## src/rtl/mbist_mux_pkg.sv

```systemverilog
package mbist_mux_pkg;

  // Default configuration of the array group
  localparam int CFG_ARRAYS = 3;
  localparam int CFG_SEL_W  = (CFG_ARRAYS > 1) ? $clog2(CFG_ARRAYS) : 1;

  // Strobes from control to datapath
  typedef struct packed {
    logic [CFG_ARRAYS-1:0] cs;      // per-array chip select
    logic                  wrEn;    // write (1) or read (0) for selected arrays
    logic                  testOwn; // test side owns the address/data buses
    logic [CFG_SEL_W-1:0]  rdSel;   // array whose read word drives rdData
  } ramStrobe_t;

  function automatic int arrAddrW(input int addrW, input int step, input int idx);
    return addrW - idx * step;
  endfunction

  function automatic int arrDataW(input int dataW, input int step, input int idx);
    return dataW - idx * step;
  endfunction

endpackage

```

## src/rtl/mbist_mux_ram.sv

```systemverilog
module mbist_mux_ram #(
  parameter int AW = 4,
  parameter int DW = 8
) (
  input  logic          clk,
  input  logic          rstN,
  input  logic          cs,
  input  logic          we,
  input  logic [AW-1:0] addr,
  input  logic [DW-1:0] wdata,
  output logic [DW-1:0] rdata
);
  localparam int DEPTH = 1 << AW;

  logic [DW-1:0] mem [DEPTH];

  always_ff @(posedge clk) begin
    if (cs && we) mem[addr] <= wdata;
  end

  always_ff @(posedge clk or negedge rstN) begin
    if (!rstN)          rdata <= '0;
    else if (cs && !we) rdata <= mem[addr];
  end
endmodule

```

## src/rtl/mbist_mux_ctrl.sv

```systemverilog
module mbist_mux_ctrl
  import mbist_mux_pkg::*;
#(
  parameter int NUM_ARRAYS = CFG_ARRAYS,
  parameter int ADDR_W     = 6,
  parameter int ADDR_STEP  = 1,
  parameter int SEL_W      = CFG_SEL_W
) (
  input  logic              clk,
  input  logic              rstN,
  input  logic              testRstN,
  input  logic              testReq,
  output logic              testAck,
  input  logic [ADDR_W-1:0] testAddr,
  input  logic              testWrEn,
  input  logic              testRdEn,
  input  logic [SEL_W-1:0]  testSel,
  input  logic              testAllCfg,
  input  logic              ramHold,
  input  logic [ADDR_W-1:0] funcAddr,
  input  logic              funcWrEn,
  input  logic              funcRdEn,
  input  logic [SEL_W-1:0]  funcSel,
  output ramStrobe_t        strobes,
  output logic              illegalErr,
  output logic              addrErr
);
  // Ownership handshake: two-stage request pipeline
  logic reqSeen;
  logic ackQ;

  always_ff @(posedge clk or negedge rstN) begin
    if (!rstN) begin
      reqSeen <= 1'b0;
      ackQ    <= 1'b0;
    end else if (!testRstN) begin
      reqSeen <= 1'b0;
      ackQ    <= 1'b0;
    end else begin
      reqSeen <= testReq;
      ackQ    <= testReq & reqSeen;
    end
  end

  assign testAck = ackQ;

  // Effective request from the owning side
  logic              own;
  logic [ADDR_W-1:0] effAddr;
  logic              effWe;
  logic              effRe;
  logic [SEL_W-1:0]  effSel;
  logic              allMode;
  logic              opValid;

  always_comb begin
    own     = ackQ;
    effAddr = own ? testAddr : funcAddr;
    effWe   = own ? testWrEn : funcWrEn;
    effRe   = own ? testRdEn : funcRdEn;
    effSel  = own ? testSel  : funcSel;
    allMode = own & testAllCfg;
    opValid = effWe ^ effRe;
  end

  // Per-array target and range decode
  logic [NUM_ARRAYS-1:0] target;
  logic [NUM_ARRAYS-1:0] fits;

  for (genvar i = 0; i < NUM_ARRAYS; i++) begin : g_decode
    localparam int AW_I = arrAddrW(ADDR_W, ADDR_STEP, i);
    if (NUM_ARRAYS == 1) begin : g_single
      assign target[i] = 1'b1;
    end else begin : g_multi
      assign target[i] = allMode | (effSel == SEL_W'(i));
    end
    if (AW_I >= ADDR_W) begin : g_full
      assign fits[i] = 1'b1;
    end else begin : g_part
      assign fits[i] = (effAddr[ADDR_W-1:AW_I] == '0);
    end
  end

  logic                  rangeBad;
  logic                  access;
  logic [NUM_ARRAYS-1:0] csVec;

  always_comb begin
    rangeBad = |(target & ~fits);
    access   = opValid & ~rangeBad & ~ramHold;
    csVec    = access ? target : '0;
  end

  // Read-select register and error pulses
  logic [SEL_W-1:0] rdSelQ;
  logic             illegalQ;
  logic             addrErrQ;

  always_ff @(posedge clk or negedge rstN) begin
    if (!rstN) begin
      rdSelQ <= '0;
    end else if (access && effRe) begin
      rdSelQ <= (NUM_ARRAYS == 1) ? '0 : effSel;
    end
  end

  always_ff @(posedge clk or negedge rstN) begin
    if (!rstN) begin
      illegalQ <= 1'b0;
      addrErrQ <= 1'b0;
    end else if (!testRstN) begin
      illegalQ <= 1'b0;
      addrErrQ <= 1'b0;
    end else begin
      illegalQ <= own & testWrEn & testRdEn;
      addrErrQ <= own & opValid & rangeBad;
    end
  end

  assign illegalErr = illegalQ;
  assign addrErr    = addrErrQ;

  always_comb begin
    strobes         = '0;
    strobes.cs      = csVec;
    strobes.wrEn    = effWe;
    strobes.testOwn = own;
    strobes.rdSel   = rdSelQ;
  end

  // Handshake checks
  p_ack_after_req_r1: assert property (@(posedge clk) disable iff (!rstN)
    testAck |-> $past(testReq));
  p_ack_drop_r1: assert property (@(posedge clk) disable iff (!rstN)
    !testReq |=> !testAck);
  p_test_reset_r3: assert property (@(posedge clk) disable iff (!rstN)
    !testRstN |=> (!testAck && !illegalErr && !addrErr));
  p_illegal_flag_r5: assert property (@(posedge clk) disable iff (!rstN)
    (testRstN && testAck && testWrEn && testRdEn) |=> illegalErr);
  p_illegal_noaccess_r5: assert property (@(posedge clk) disable iff (!rstN)
    (testAck && testWrEn && testRdEn) |-> (csVec == '0));
  p_single_cs_r6: assert property (@(posedge clk) disable iff (!rstN)
    (!testAck || !testAllCfg) |-> $onehot0(csVec));
endmodule

```

## src/rtl/mbist_mux_datapath.sv

```systemverilog
module mbist_mux_datapath
  import mbist_mux_pkg::*;
#(
  parameter int NUM_ARRAYS = CFG_ARRAYS,
  parameter int ADDR_W     = 6,
  parameter int ADDR_STEP  = 1,
  parameter int DATA_W     = 16,
  parameter int DATA_STEP  = 4
) (
  input  logic              clk,
  input  logic              rstN,
  input  ramStrobe_t        strobes,
  input  logic [ADDR_W-1:0] testAddr,
  input  logic [DATA_W-1:0] testWrData,
  input  logic [ADDR_W-1:0] funcAddr,
  input  logic [DATA_W-1:0] funcWrData,
  output logic [DATA_W-1:0] rdData
);
  logic [ADDR_W-1:0] busAddr;
  logic [DATA_W-1:0] busData;

  assign busAddr = strobes.testOwn ? testAddr   : funcAddr;
  assign busData = strobes.testOwn ? testWrData : funcWrData;

  logic [DATA_W-1:0] ramRd [NUM_ARRAYS];

  for (genvar i = 0; i < NUM_ARRAYS; i++) begin : g_array
    localparam int AW_I = arrAddrW(ADDR_W, ADDR_STEP, i);
    localparam int DW_I = arrDataW(DATA_W, DATA_STEP, i);
    logic [DW_I-1:0] rdI;

    mbist_mux_ram #(.AW(AW_I), .DW(DW_I)) u_ram (
      .clk   (clk),
      .rstN  (rstN),
      .cs    (strobes.cs[i]),
      .we    (strobes.wrEn),
      .addr  (busAddr[AW_I-1:0]),
      .wdata (busData[DW_I-1:0]),
      .rdata (rdI)
    );

    assign ramRd[i] = DATA_W'(rdI);
  end

  always_comb begin
    rdData = '0;
    for (int k = 0; k < NUM_ARRAYS; k++) begin
      if (int'(strobes.rdSel) == k) rdData = ramRd[k];
    end
  end
endmodule

```

## src/rtl/mbist_ram_mux.sv

```systemverilog
module mbist_ram_mux
  import mbist_mux_pkg::*;
#(
  parameter int NUM_ARRAYS = CFG_ARRAYS,
  parameter int ADDR_W     = 6,
  parameter int ADDR_STEP  = 1,
  parameter int DATA_W     = 16,
  parameter int DATA_STEP  = 4,
  localparam int SEL_W     = CFG_SEL_W
) (
  input  logic              clk,
  input  logic              rstN,
  input  logic              testRstN,
  input  logic              testReq,
  output logic              testAck,
  input  logic [ADDR_W-1:0] testAddr,
  input  logic [DATA_W-1:0] testWrData,
  input  logic              testWrEn,
  input  logic              testRdEn,
  input  logic [SEL_W-1:0]  testSel,
  input  logic              testAllCfg,
  input  logic              ramHold,
  input  logic [ADDR_W-1:0] funcAddr,
  input  logic [DATA_W-1:0] funcWrData,
  input  logic              funcWrEn,
  input  logic              funcRdEn,
  input  logic [SEL_W-1:0]  funcSel,
  output logic [DATA_W-1:0] rdData,
  output logic              illegalErr,
  output logic              addrErr
);
  ramStrobe_t strobes;

  mbist_mux_ctrl #(
    .NUM_ARRAYS (NUM_ARRAYS),
    .ADDR_W     (ADDR_W),
    .ADDR_STEP  (ADDR_STEP),
    .SEL_W      (SEL_W)
  ) u_ctrl (
    .clk        (clk),
    .rstN       (rstN),
    .testRstN   (testRstN),
    .testReq    (testReq),
    .testAck    (testAck),
    .testAddr   (testAddr),
    .testWrEn   (testWrEn),
    .testRdEn   (testRdEn),
    .testSel    (testSel),
    .testAllCfg (testAllCfg),
    .ramHold    (ramHold),
    .funcAddr   (funcAddr),
    .funcWrEn   (funcWrEn),
    .funcRdEn   (funcRdEn),
    .funcSel    (funcSel),
    .strobes    (strobes),
    .illegalErr (illegalErr),
    .addrErr    (addrErr)
  );

  mbist_mux_datapath #(
    .NUM_ARRAYS (NUM_ARRAYS),
    .ADDR_W     (ADDR_W),
    .ADDR_STEP  (ADDR_STEP),
    .DATA_W     (DATA_W),
    .DATA_STEP  (DATA_STEP)
  ) u_dp (
    .clk        (clk),
    .rstN       (rstN),
    .strobes    (strobes),
    .testAddr   (testAddr),
    .testWrData (testWrData),
    .funcAddr   (funcAddr),
    .funcWrData (funcWrData),
    .rdData     (rdData)
  );

  // Cross-module ownership and hold checks
  p_hold_blocks_r8: assert property (@(posedge clk) disable iff (!rstN)
    ramHold |-> (strobes.cs == '0));
  p_func_owner_r2: assert property (@(posedge clk) disable iff (!rstN)
    !testAck |-> !strobes.testOwn);
endmodule

```

## config.mk

```make
export PLATFORM = sky130hd
export DESIGN_NAME = mbist_ram_mux
export DESIGN_NICKNAME = d
export VERILOG_FILES = /design/src/rtl/mbist_mux_pkg.sv /design/src/rtl/mbist_mux_ram.sv /design/src/rtl/mbist_mux_ctrl.sv /design/src/rtl/mbist_mux_datapath.sv /design/src/rtl/mbist_ram_mux.sv
export SDC_FILE = /design/constraint.sdc
export NUM_CORES = 2
export LEC_CHECK = 0
export ABC_AREA = 0
export ABC_CLOCK_PERIOD_IN_PS = 3600
export BUFFER_PORTS_ARGS = -buffer_cell sky130_fd_sc_hd__buf_2
export CORE_ASPECT_RATIO = 0.9
export CORE_UTILIZATION = 60
export DETAILED_ROUTE_END_ITERATION = 6
export PLACE_DENSITY = 0.76
export SLEW_MARGIN = 0
export SYNTH_ARGS = -nofsm -noshare
export SYNTH_HDL_FRONTEND = slang
export SYNTH_SLANG_ARGS = --single-unit
```

## constraint.sdc

```tcl
create_clock -name clk -period 3.6 [get_ports clk]
set_clock_uncertainty 0.2 [all_clocks]
set_input_delay 0.72 -clock clk [delete_from_list [all_inputs] [get_ports clk]]
set_output_delay 0.72 -clock clk [all_outputs]
set_load 0.005 [all_outputs]
```

==> metrics.cfg <==
[synth]
synth-seq-cells = 1578
syn_area_sq_um = 59790
ys_types = 51
synth_ff_type = edfxtp_1
syn_inst = 3635
async_flop_share_pct = 2.662
synth_edf_count = 1536
synth_warnings = 0
synth.area.top_cells = edfxtp_1 77%, a22oi_1 7.4%, a21oi_1 2.6%
synth_nets = 3693
yosys.area.top_type = edfxtp_1
yosys-top-cells-count = 1536 x edfxtp_1, 592 x a22oi_1, 309 x nand2_1
yosysSeqAreaShare_pct = 78.91
synth_top_cell_area_share_pct = 77.15
yosysMostFrequentCell = edfxtp_1
avgSynthCellArea_sq_um = 16.45

[cts]
numCtsBuffers = 147
clock_latency_ps = 750
htreeDepth = 4
cts_tree = yes
clkTransAtPathRegs_ps = 60
clock-sinks = 1578
cts-root-buf = clkbuf_16
clk_path_buf_depth = 3

[global_routing]
grt.busiest_layer = met2
use_met2_pct = 48.22
grt_pass1_wl_microns = 237100
gr-usage-met1_pct = 46.74
grt_start_max_net_pins = 137
grt_antenna_before_repair = 8
grt_pass1_vias = 35260
gr-total-overflow = 0
track_usage_pct = 32.70
globalRouteMet3Util_pct = 9.002

[pwr]
switching_share_pct = 22.64
combPwrFrac_pct = 7.2
pwr-share-clk_pct = 39.3
pwr_density_cell_nw_per_um2 = 558.0
p_sw_mw = 8.715
power.total_mw = 38.49
max-vdd-ir-drop_uv = 465.5
power.share.sequential_pct = 53.4
leakagePower_nw = 22.35
p_int_mw = 29.78

[sta]
setup_viol = 1
layout_min_cycle_time_ps = 3629
fin_hold_ws_ps = 71.85
fin_crit_sh_pct = 100.8
tightest_slew_ps = 1042
worst_slack_ps = -29.00
maxSlewViolCount = 0
timing.fmax_ghz = 0.2756
relSlewSlack_pct = 30.35
rsz0062_at_grt = yes
report.final.hold_viol_count = 0

[worst_setup_path]
worstPathMaxFanout = 27
worstPathArrival_ps = 4070
end_kind = register
cp.required_ps = 4040
criticalPathCategory = reg2reg
crit_path_start_kind = register

[layout]
instances_no_fill = 5398
area_growth_pct = 15.38
design_area_sq_um = 68980
final_util_pct = 70.06
nNetsFinal = 4002
drive_above_1_share_pct = 17.45

[floorplan]
ios = 77
core_sq_um = 98470
die_w_microns = 334.7
die_height_microns = 301.5
dieArea_sq_um = 100900
num_rows = 109
start_util_pct = 60.72

[status]
violations = design-rule violations, negative setup slack
outcome = finished with violations

[placement]
port_buffers = 76
placed_cell_area_sq_um = 64030
place.gp.congestion = 0.9102
dp_hpwl_microns = 97360
post-place-cells = 5118

[run]
drv_cap = 0

[routing]
wire_per_inst_microns = 31.15
vias = 37380
drc_errors = 1
dr.first_iter.drc_count = 6661
routed_wirelength_microns = 168200
vias_per_cell = 6.924
firstDrtPassIters = 7
ant_nets = 0

[hold_path]
hp-class = in2reg

layout by cell type, fill, tap and decap left out, types with 7 or more instances in the layout:
| master | count |
|---|---|
| o221ai_1 | 15 |
| nor2_1 | 122 |
| clkbuf_16 | 154 |
| nand3_1 | 89 |
| o22ai_1 | 12 |
| o21ai_0 | 20 |
| edfxtp_1 | 1536 |
| o21ai_1 | 12 |
| mux4_2 | 24 |
| clkinv_1 | 23 |
| nor4_1 | 56 |
| a21oi_1 | 303 |
| mux2_2 | 7 |
| clkinv_2 | 26 |
| buf_12 | 67 |
| and2_1 | 8 |
| nor4_2 | 14 |
| and3_1 | 43 |
| mux2_4 | 15 |
| buf_2 | 76 |
| clkbuf_1 | 38 |
| buf_4 | 260 |
| a21o_1 | 8 |
| mux2i_1 | 13 |
| bufinv_16 | 8 |
| a22oi_1 | 592 |
| nor2_2 | 8 |
| a22o_1 | 10 |
| nand2_1 | 309 |
| a311oi_1 | 54 |
| o22a_1 | 21 |
| dfrtp_1 | 41 |
area by class of cell:
| cell class | instances | area, sq um |
|---|---|---|
| fill | 5981 | 29480 |
| tap | 1332 | 1667 |
| clock buffer | 196 | 4040 |
| clock inverter | 71 | 618.1 |
| antenna | 4 | 10.01 |
| timing repair buffer | 407 | 3746 |
| multi-input combinational | 1807 | 11710 |
| sequential | 1578 | 47180 |
| inverter | 3 | 11.26 |
worst max-delay path, stage by stage (launching register included):
cell	delay (ps)
dfrtp_4	640
nand2_1	360
o2bb2ai_4	180
buf_4	200
buf_4	250
a22oi_1	260
a21oi_1	120
nor4_1	870
o22ai_1	180
o22a_1	230
layer usage:
metal  share of wire [%]  vias up  wire [microns]
met5               0.033        -              56
met4                 4.0       10            6670
met3                  15      416           25230
met2                  45     3236           75600
met1                  36    18410           60600
li1                    -    15310               -
sequential cells by signal (all words and copies together) (netlist names):
register and count:
u_ctrl.rdSelQ 2, u_ctrl.illegalErr 1, u_ctrl.reqSeen 1, u_dp.g_array.u_ram.rdata 36, u_ctrl.testAck 1, u_ctrl.addrErr 1, u_dp.g_array.u_ram.mem 1536
logic make-up (layout without fill, tap and decap cells):
logic type | after synthesis | in the layout | synth area share [%]
xor+xnor | 1 | 1 | 0.01465
mux | 64 | 64 | 1.693
buf+inv | 252 | 677 | 2.032
compound gates | 1072 | 1074 | 12.36
other cells | 0 | 4 | 0
simple gates | 668 | 668 | 4.993
flops | 1578 | 1578 | 78.91
metrics by stage:
stage          setup TNS [ps]  setup WS [ps]
3_5_place_dp            -2827         -533.6
6_report               -29.00         -29.00
5_1_grt                -33.38         -17.52
2_1_floorplan               0          318.8
3_3_place_gp            -2154         -461.4
4_1_cts                -10.59         -10.59
power groups by stage:
| stage | Sequential (mW) | Combinational [mW] | Clock, mW |
|---|---|---|---|
| floorplan | 20.8 | 1.45 | 0 |
| global placement | 20.9 | 2.56 | 0 |
| detailed placement | 20.9 | 2.62 | 0 |
| CTS | 20.6 | 2.65 | 15.2 |
| global route | 20.6 | 2.88 | 15.9 |
| finish | 20.6 | 2.78 | 15.1 |
repair_timing:
action,in CTS,in global routing
setup endpoints to repair,5,10
setup buffers,0,4
endpoints found under the hold margin,15,0
pin swaps,0,4
gates resized for setup,9,20
hold buffers,2,0
gates cloned,0,3
final timing paths:
path / startpoint / endpoint / slack (ps) / cells past startpoint
worst max-delay path: u_ctrl.testAck$_DFF_PN0_ / u_dp.g_array[0].u_ram.rdata[12]$_DFFE_PN0P_ / -30 / 9
worst min register to register: u_dp.g_array[1].u_ram.rdata[8]$_DFFE_PN0P_ / u_dp.g_array[1].u_ram.rdata[8]$_DFFE_PN0P_ / 290 / 2
worst max register to register: u_ctrl.testAck$_DFF_PN0_ / u_dp.g_array[0].u_ram.rdata[12]$_DFFE_PN0P_ / -30 / 9
worst min-delay path: testRstN / u_ctrl.reqSeen$_DFF_PN0_ / 70 / 2
min in group asynchronous: rstN / u_ctrl.rdSelQ[1]$_DFFE_PN0P_ / 200 / 2
max in group asynchronous: rstN / u_dp.g_array[0].u_ram.rdata[6]$_DFFE_PN0P_ / 2030 / 3
(Power assumes the default switching activity.)
